`src/rtl/irq_source_gate.sv`:
```
module irq_source_gate #(
  parameter int NSRC = 32,
  parameter int AW   = 12
) (
  input  logic            clk,
  input  logic            rst,
  input  logic [NSRC-1:0] src_lvl,
  input  logic            bus_wr,
  input  logic            bus_rd,
  input  logic [AW-1:0]   bus_addr,
  input  logic [NSRC-1:0] bus_wdata,
  output logic [NSRC-1:0] bus_rdata,
  output logic [NSRC-1:0] irq_vec,
  output logic [NSRC-1:0] raw_vec,
  output logic            fiq_out
);
  localparam int WA = AW - 2;
  localparam logic [WA-1:0] W_IRQ  = WA'(0);
  localparam logic [WA-1:0] W_FIQ  = WA'(1);
  localparam logic [WA-1:0] W_RAW  = WA'(2);
  localparam logic [WA-1:0] W_SEL  = WA'(3);
  localparam logic [WA-1:0] W_ENS  = WA'(4);
  localparam logic [WA-1:0] W_ENC  = WA'(5);
  localparam logic [WA-1:0] W_SWS  = WA'(6);
  localparam logic [WA-1:0] W_SWC  = WA'(7);
  localparam logic [WA-1:0] W_PROT = WA'(8);
  localparam logic [AW-6:0] ID_BLK = {(AW-5){1'b1}};

  logic [NSRC-1:0] en_r, sel_r, sw_r, fiq_vec, rd_mux;
  logic            prot_r;
  logic [WA-1:0]   widx;
  logic [7:0]      id_byte;

  assign widx    = bus_addr[AW-1:2];
  assign raw_vec = src_lvl | sw_r;
  assign irq_vec = raw_vec & en_r & ~sel_r;
  assign fiq_vec = raw_vec & sel_r;
  assign fiq_out = |fiq_vec;

  always_ff @(posedge clk) begin
    if (rst) begin
      en_r   <= '0;
      sel_r  <= '0;
      sw_r   <= '0;
      prot_r <= 1'b0;
    end else if (bus_wr) begin
      case (widx)
        W_SEL:   sel_r  <= bus_wdata;
        W_ENS:   en_r   <= en_r | bus_wdata;
        W_ENC:   en_r   <= en_r & ~bus_wdata;
        W_SWS:   sw_r   <= sw_r | bus_wdata;
        W_SWC:   sw_r   <= sw_r & ~bus_wdata;
        W_PROT:  prot_r <= bus_wdata[0];
        default: ;
      endcase
    end
  end

  always_comb begin
    case (bus_addr[4:2])
      3'd0: id_byte = 8'h90;
      3'd1: id_byte = 8'h11;
      3'd2: id_byte = 8'h04;
      3'd3: id_byte = 8'h00;
      3'd4: id_byte = 8'h0D;
      3'd5: id_byte = 8'hF0;
      3'd6: id_byte = 8'h05;
      default: id_byte = 8'hB1;
    endcase
  end

  always_comb begin
    rd_mux = '0;
    if (bus_addr[AW-1:5] == ID_BLK) rd_mux = NSRC'(id_byte);
    else begin
      case (widx)
        W_IRQ:   rd_mux = irq_vec;
        W_FIQ:   rd_mux = fiq_vec;
        W_RAW:   rd_mux = raw_vec;
        W_SEL:   rd_mux = sel_r;
        W_ENS:   rd_mux = en_r;
        W_SWS:   rd_mux = sw_r;
        W_PROT:  rd_mux = NSRC'(prot_r);
        default: rd_mux = '0;
      endcase
    end
  end

  always_ff @(posedge clk) begin
    if (rst)         bus_rdata <= '0;
    else if (bus_rd) bus_rdata <= rd_mux;
  end
endmodule


```
`config.mk`:
```
export PLATFORM = sky130hd
export DESIGN_NAME = irq_source_gate
export DESIGN_NICKNAME = d
export VERILOG_FILES = /design/src/rtl/irq_source_gate.sv
export SDC_FILE = /design/constraint.sdc
export NUM_CORES = 1
export LEC_CHECK = 0
export BUFFER_PORTS_ARGS = -buffer_cell sky130_fd_sc_hd__buf_2
export CAP_MARGIN = 20
export CORE_UTILIZATION = 54
export DETAILED_ROUTE_END_ITERATION = 8
export PLACE_DENSITY = 0.82
export REMOVE_ABC_BUFFERS = 1
export SLEW_MARGIN = 25
export SYNTH_ARGS = -nofsm -noshare
export SYNTH_HDL_FRONTEND = slang
export SYNTH_SLANG_ARGS = --single-unit
```
`constraint.sdc`:
```
create_clock -name clk -period 2.4 [get_ports clk]
set_input_delay 0.48 -clock clk [delete_from_list [all_inputs] [get_ports clk]]
set_output_delay 0.48 -clock clk [all_outputs]
set_load 0.02 [all_outputs]
```
; After elaboration in Yosys (flattened, before gate mapping)
; Cells that the tools add are included.
; W data, S select, Z words.
[word_totals]
regBits = 129
in_bits = 80
elab_cells = 44
[op_classes]
eq_ne = 15
muxes = 5
bitwise = 10
reduce_logical = 9
[ops]
columns = op, count
row1 = $pmux W32 S7, 1
row2 = $and A32 B32 Y32, 5
row3 = $pmux W32 S2, 2
row4 = $or A32 B32 Y32, 3
row5 = $not A32 Y32, 2
row6 = $pmux W8 S7, 1
row7 = $eq A10 B3 Y1 const B, 4
row8 = $mux W32, 1
row9 = $reduce_or A32 Y1, 1
row10 = $eq A10 B2 Y1 const B, 2
row11 = $eq A10 B1 Y1 const B, 1
row12 = $eq A10 B4 Y1 const B, 1
row13 = $logic_not A10 Y1, 1
row14 = $eq A3 B3 Y1 const B, 3
row15 = $reduce_and A2 Y1, 4
row16 = $eq A7 B7 Y1 const B, 1
row17 = $eq A3 B2 Y1 const B, 2
row18 = $reduce_bool A2 Y1, 2
row19 = $eq A3 B1 Y1 const B, 1
row20 = $logic_not A3 Y1, 1

; Depth between registers and ports, before layout
; Gate-level depths: netlist of run 1.
[depth]
ltp_word = 5
depth_mapped = 9

; Least setup slack after synthesis of run 1
; Ideal clock, no wire load.
[synth_path]
kind = input port to output port
start = input port src_lvl[5]
end = output port fiq_out
t_arrival_ns = 1.730
slack_ns = 0.190
path_stages = 5
n_path_buf = 1
path_cell_list = or2_2 > clkbuf_1 > a221o_1 > nor4_1 > nand2_1
[synth_via]
elab_chain_cells = 3
[synth_lines]
columns = element, line_no
row1 = "start, declared", 7  ; input logic [NSRC-1:0] src_lvl,
row2 = $or A32 B32 Y32, 35  ; assign raw_vec = src_lvl | sw_r;
row3 = net raw_vec[5], 14  ; output logic [NSRC-1:0] raw_vec,
row4 = $and A32 B32 Y32, 37  ; assign fiq_vec = raw_vec & sel_r;
row5 = $reduce_or A32 Y1, 38  ; assign fiq_out = |fiq_vec;
row6 = "end, declared", 15  ; output logic fiq_out
; The timed path passes the listed nets, and every way through them passes these cells.

==> impl_metrics.tcl, run 1 <==
set metrics [dict create \
    timing.final.ws_setup_ns -0.0745 \
    vdd_drop_max_v 0.000393 \
    grt_pass1_vias 7049 \
    nets 1182 \
    start_util 0.564 \
    synth_seq_cells 129 \
    holdBufCountCts 0 \
    vias_per_cell 6.13 \
    drtIter0Drc 906 \
    skew_ns 0.00707 \
    dieArea_um2 13300 \
    start_kind "flip-flop" \
    cts_tree "built" \
    fmax_ghz 0.404 \
    crit_type "flip-flop to output port" \
    finalHoldViolations 0 \
    period_share 1.03 \
    ys.flop_type "dfxtp_1" \
    cts_sinks 129 \
    place_area_um2 8090 \
    reg2reg_slack_ns 0.90 \
    fin_tns_setup_ns -0.0745 \
    postRouteAntennaNets 0 \
    synthArstFlopShare 0 \
    synth_warnings 0 \
    grt_pass1_wl_mm 35.4 \
    drv_slew 0 \
    fillers 1011 \
    grt_max_degree 44 \
    drive_gt1_frac 0.252 \
    rr_endpoint "bus_rdata[7]" \
    area_growth_pct 27.0 \
    status "finished with violations" \
    synth.avg_cell_area_um2 7.47 \
    total_power_mw 5.12 \
    io_pins 177 \
    violations "negative setup slack" \
    synth_top_area_share 0.374 \
    endpoint_kind "output port" \
    reg2reg_depth 5 \
    min_period_ns 2.47 \
    finalWeightedCongestion 0.937 \
    wl_mm 22.9 \
    clkTransAtPathRegs_ns 0.05 \
    setup_violations 1 \
    whs_path_depth 2 \
    wl_per_cell_um 17.8 \
    cts-root-buf "clkbuf_16" \
    crit_fanout 2 \
    cts_buffers 17 \
    finalInstanceArea_um2 8780 \
    cts_buffer_depth 2 \
    ys_types 53 \
    hold_path_class "input port to flip-flop" \
    num_rows 40 \
    antenna_cells 0 \
    track_usage 0.348 \
    fin_util 0.716 \
    netlist_top_cells_area "dfxtp_1 (37%), a21oi_1 (9.4%), nand2_1 (7.9%)" \
    drtPass1Iterations 7 \
    seq_area_frac_synth 0.374 \
    htree_levels 4 \
    worst_pin_slew_ns 0.537 \
    synth-edff-count 0 \
    slew-limit-headroom 0.642 \
    instances_no_fill 1281 \
    p_leak_nw 3.66 \
    drc 0 \
    powerDensity_nw_per_um2 584 \
    grt_setup_unrepaired "true" \
    critPathRequiredTime_ns 1.92 \
    dieWidth_um 115 \
    vias 7850 \
    place_hpwl_mm 15.8 \
    yosys-top-cells-count "nand2_1 (145), a21oi_1 (130), dfxtp_1 (129), o21ai_0 (102), nor2_1 (59)" \
    antenna_found_initial 0 \
    setup.worst_path.end "fiq_out" \
    yosys.area.top_type "dfxtp_1" \
    core_area_um2 12300 \
    portBuffers 174 \
    dp_cells 1247 \
    crit_arrival_ns 1.99 \
    clock_latency_ns 0.43 \
    dieHeight_um 115 \
    synth_cells 925 \
    synth.cell_area_um2 6910 \
    yosysMostFrequentCell "nand2_1" \
    grt_overflow 0 \
    max_cap_violations 0 \
]
==> final cells by class <==
cell class | instances | area, um2 | area share
Multi-Input combinational cell | 686 | 3940 | 0.449
Tap cell | 168 | 210 | 0.0239
Clock inverter | 5 | 52.6 | 0.00599
Sequential cell | 129 | 2580 | 0.294
Inverter | 41 | 154 | 0.0175
Clock buffer | 25 | 505 | 0.0576
Timing Repair Buffer | 227 | 1330 | 0.151
==> layout by cell type (no fill, tap or decap), drive strengths merged, types with 21 or more instances in the layout <==
| cell | Yosys | routed |
|---|---|---|
| buf | 24 | 227 |
| nand2 | 145 | 145 |
| a21oi | 130 | 130 |
| dfxtp | 129 | 129 |
| o21ai | 102 | 102 |
| nor2 | 59 | 59 |
| inv | 41 | 41 |
| a211oi | 35 | 35 |
| nand3b | 31 | 31 |
| clkbuf | 45 | 25 |
| a21o | 23 | 23 |
| o211ai | 21 | 21 |
==> how the worst min path moves through the flow <==
stage	start	end
after floorplan	sel_r[22]	sel_r[22]
after global placement	bus_rdata[29]	bus_rdata[29]
final	bus_wdata[1]	flip-flop
after detailed placement	bus_rdata[22]	bus_rdata[22]
after CTS	bus_wdata[1]	flip-flop
after global routing	bus_wdata[1]	flip-flop
==> stage by stage <==
step / setup slack (ns) / hold slack [ns]
finish: -0.0745 / 0.275
global route: -0.109 / 0.278
CTS: -0.103 / 0.261
detailed placement: -0.173 / 0.437
global placement: -0.176 / 0.430
floorplan: -0.633 / 0.436
==> critical path, stage by stage (launching register included) <==
cell     delay, ns
dfxtp_2       0.32
or2_4         0.25
a221o_1       0.35
nor4_4        0.29
buf_4         0.17
nand2_4       0.05
buf_6         0.14
==> logic make-up (layout without fill, tap and decap cells) <==
logic type	Yosys count	count (layout)	share of synthesized area
flip-flops	129	129	0.374
buffers and inverters	110	298	0.0697
multiplexers	7	7	0.0101
AND/OR/NAND/NOR	313	313	0.220
XOR/XNOR	1	1	0.00127
AO/OA/AOI/OAI	365	365	0.326
==> report_power, final <==
group | internal, mW | leakage (nW) | switching, mW | total [mW]
Clock | 1.54 | 0.275 | 0.925 | 2.47
Combinational | 0.168 | 2.34 | 0.339 | 0.507
Sequential | 2.15 | 1.04 | 0.00243 | 2.15
Total | 3.86 | 3.66 | 1.27 | 5.12
==> layer usage <==
metal,track usage,vias to the layer above,routed length (um)
met2,0.557,499,10500
li1,-,3666,-
met5,0,-,0
met4,0.168,0,621
met1,0.436,3619,9210
met3,0.0912,66,2510
==> repair_timing <==
action                                  in CTS  in global routing
endpoints found under the setup margin       1                  1
pin swaps                                    7                  3
gates resized for setup                     19                  8
buffers inserted                             4                  0
Note: power is estimated with default switching activity, not from simulation.
==> run 2, diff against run 1 <==
--- a/config.mk
+++ b/config.mk
@@ -9,8 +9,9 @@
 export CAP_MARGIN = 20
 export CORE_UTILIZATION = 54
 export DETAILED_ROUTE_END_ITERATION = 8
-export PLACE_DENSITY = 0.82
+export PLACE_DENSITY = 0.81
 export REMOVE_ABC_BUFFERS = 1
+export SETUP_SLACK_MARGIN = 0.1
 export SLEW_MARGIN = 25
 export SYNTH_ARGS = -nofsm -noshare
 export SYNTH_HDL_FRONTEND = slang
==> constraint.sdc (replaced) <==
create_clock -name clk -period 2.8 [get_ports clk]
set_input_delay 0.56 -clock clk [delete_from_list [all_inputs] [get_ports clk]]
set_output_delay 0.56 -clock clk [all_outputs]
set_load 0.02 [all_outputs]
==> run 2 against run 1 <==
The flow now finishes without violations. Via count down 0.55%. Sequential cell count stayed put. Critical endpoint unchanged. Critical path depth grew 2. Wire length about the same. Power is 16% lower.
==> impl_metrics.tcl, run 2 (synthesis gave the netlist of run 1 again) <==
set metrics [dict create \
    final_cell_mix "buf_2 (172), nand2_1 (145), a21oi_1 (130), dfxtp_1 (129), o21ai_0 (100)" \
    crit_type "flip-flop to output port" \
    start_kind "flip-flop" \
    min_period_ns 2.63 \
    p_leak_nw 3.55 \
    cts-root-buf "clkbuf_16" \
    wl_mm 22.9 \
    core_area_um2 12300 \
    clock_latency_ns 0.42 \
    dp_slack_ns 0.0896 \
    reg2reg_slack_ns 1.25 \
    postRouteAntennaNets 0 \
    crit_arrival_ns 2.07 \
    cts_tree "built" \
    portBuffers 174 \
    timing.final.ws_setup_ns 0.165 \
    dieWidth_um 115 \
    hold_path_class "input port to flip-flop" \
    powerDensity_nw_per_um2 506 \
    track_usage 0.347 \
    drive_gt1_frac 0.234 \
    critPathRequiredTime_ns 2.24 \
    holdWs_ns 0.369 \
    vias_per_cell 6.18 \
    grt_setup_unrepaired "false" \
    status "finished clean" \
    area_growth_pct 23.7 \
    grt_max_degree 83 \
    drtIter0Drc 940 \
    slew-limit-headroom 0.508 \
    drc 0 \
    fin_util 0.697 \
    finalHoldViolations 0 \
    endpoint_kind "output port" \
    vdd_drop_max_v 0.000309 \
    setup_violations 0 \
    io_pins 177 \
    htree_levels 4 \
    worst_pin_slew_ns 0.738 \
    vias 7807 \
    start_util 0.564 \
    holdBufCountCts 0 \
    finalWeightedCongestion 0.898 \
    hold_start "bus_wdata[2]" \
    dieArea_um2 13300 \
    antenna_cells 0 \
    grt_pass1_vias 7247 \
    reg2reg_depth 5 \
    num_rows 40 \
    cts_sinks 129 \
    dieHeight_um 115 \
    crit_fanout 3 \
    cts_buffers 17 \
    antenna_found_initial 2 \
    drtPass1Iterations 6 \
    grt_pass1_wl_mm 35.5 \
    cts_buffer_depth 2 \
    clkTransAtPathRegs_ns 0.05 \
    drv_slew 0 \
    grt_overflow 0 \
    max_cap_violations 0 \
    whs_path_depth 2 \
    fmax_ghz 0.380 \
    period_share 0.941 \
    wl_per_cell_um 18.1 \
    final_common_cell "buf_2" \
    fin_tns_setup_ns 0 \
    skew_ns 0.00357 \
    rr_endpoint "bus_rdata[7]" \
    nets 1165 \
    place_hpwl_mm 15.3 \
]
[run 2: cell count changes in the layout (fill, tap and decap cells not counted), sizes merged]
cell,previous run,this run
buf,227,210
clkbuf,25,22
clkinv,3,6
clkinvlp,1,0
[run 2: final cells by class]
cell class / count / area (um2)
sequential: 129 / 2580
timing repair buffer: 210 / 1170
multi-input combinational: 686 / 3880
tap: 168 / 210
clock buffer: 22 / 484
fill: 1072 / 3710
inverter: 41 / 154
clock inverter: 7 / 60.1
[run 2: worst max-delay path, cell delays in order, from the launching register on]
cell       delay, ns
dfxtp_1         0.34
nor2_2          0.11
inv_1           0.07
o2bb2ai_1       0.11
a221o_1         0.31
nor4_2          0.32
buf_4           0.16
nand2_1         0.08
buf_6           0.15
[run 2: how the worst max path moves through the flow]
stage / start / to / slack, ns / depth (start not counted)
finish: flip-flop / fiq_out / 0.17 / 8
global route: flip-flop / fiq_out / 0.09 / 7
CTS: flip-flop / fiq_out / 0.10 / 8
detailed placement: src_lvl[5] / fiq_out / 0.09 / 7
global placement: src_lvl[5] / fiq_out / 0.06 / 7
floorplan: bus_addr[7] / flip-flop / -0.31 / 5
[run 2: power breakdown]
part           internal, mW  total, mW  switching (mW)
Clock                  1.29       2.07           0.778
Sequential             1.84       1.84         0.00198
Combinational         0.133      0.420           0.286
[run 2: timing repair]
action / in CTS / in global routing
resized for setup: 4 / 7
pin swaps: 1 / 4
buffers inserted: 0 / 1
endpoints found under the setup margin: 1 / 1
[run 2: routing by layer]
| layer | global-route usage | part of all wire | vias to the layer above | routed length [um] |
|---|---|---|---|---|
| li1 | - | - | 3626 | - |
| met1 | 0.432 | 0.40 | 3631 | 9190 |
| met2 | 0.573 | 0.46 | 491 | 10600 |
| met4 | 0.151 | 0.025 | 0 | 573 |
| met5 | 0 | 0 | - | 0 |
| met3 | 0.0843 | 0.11 | 59 | 2540 |
[run 2: per-stage QoR]
stage	std cells	instance area, um2	total power [mW]
5_1_grt	1263	8550	4.44
3_5_place_dp	1233	7970	2.29
2_1_floorplan	856	6590	2.03
6_report	1263	8550	4.33
3_3_place_gp	1233	7970	2.28
4_1_cts	1262	8530	4.32
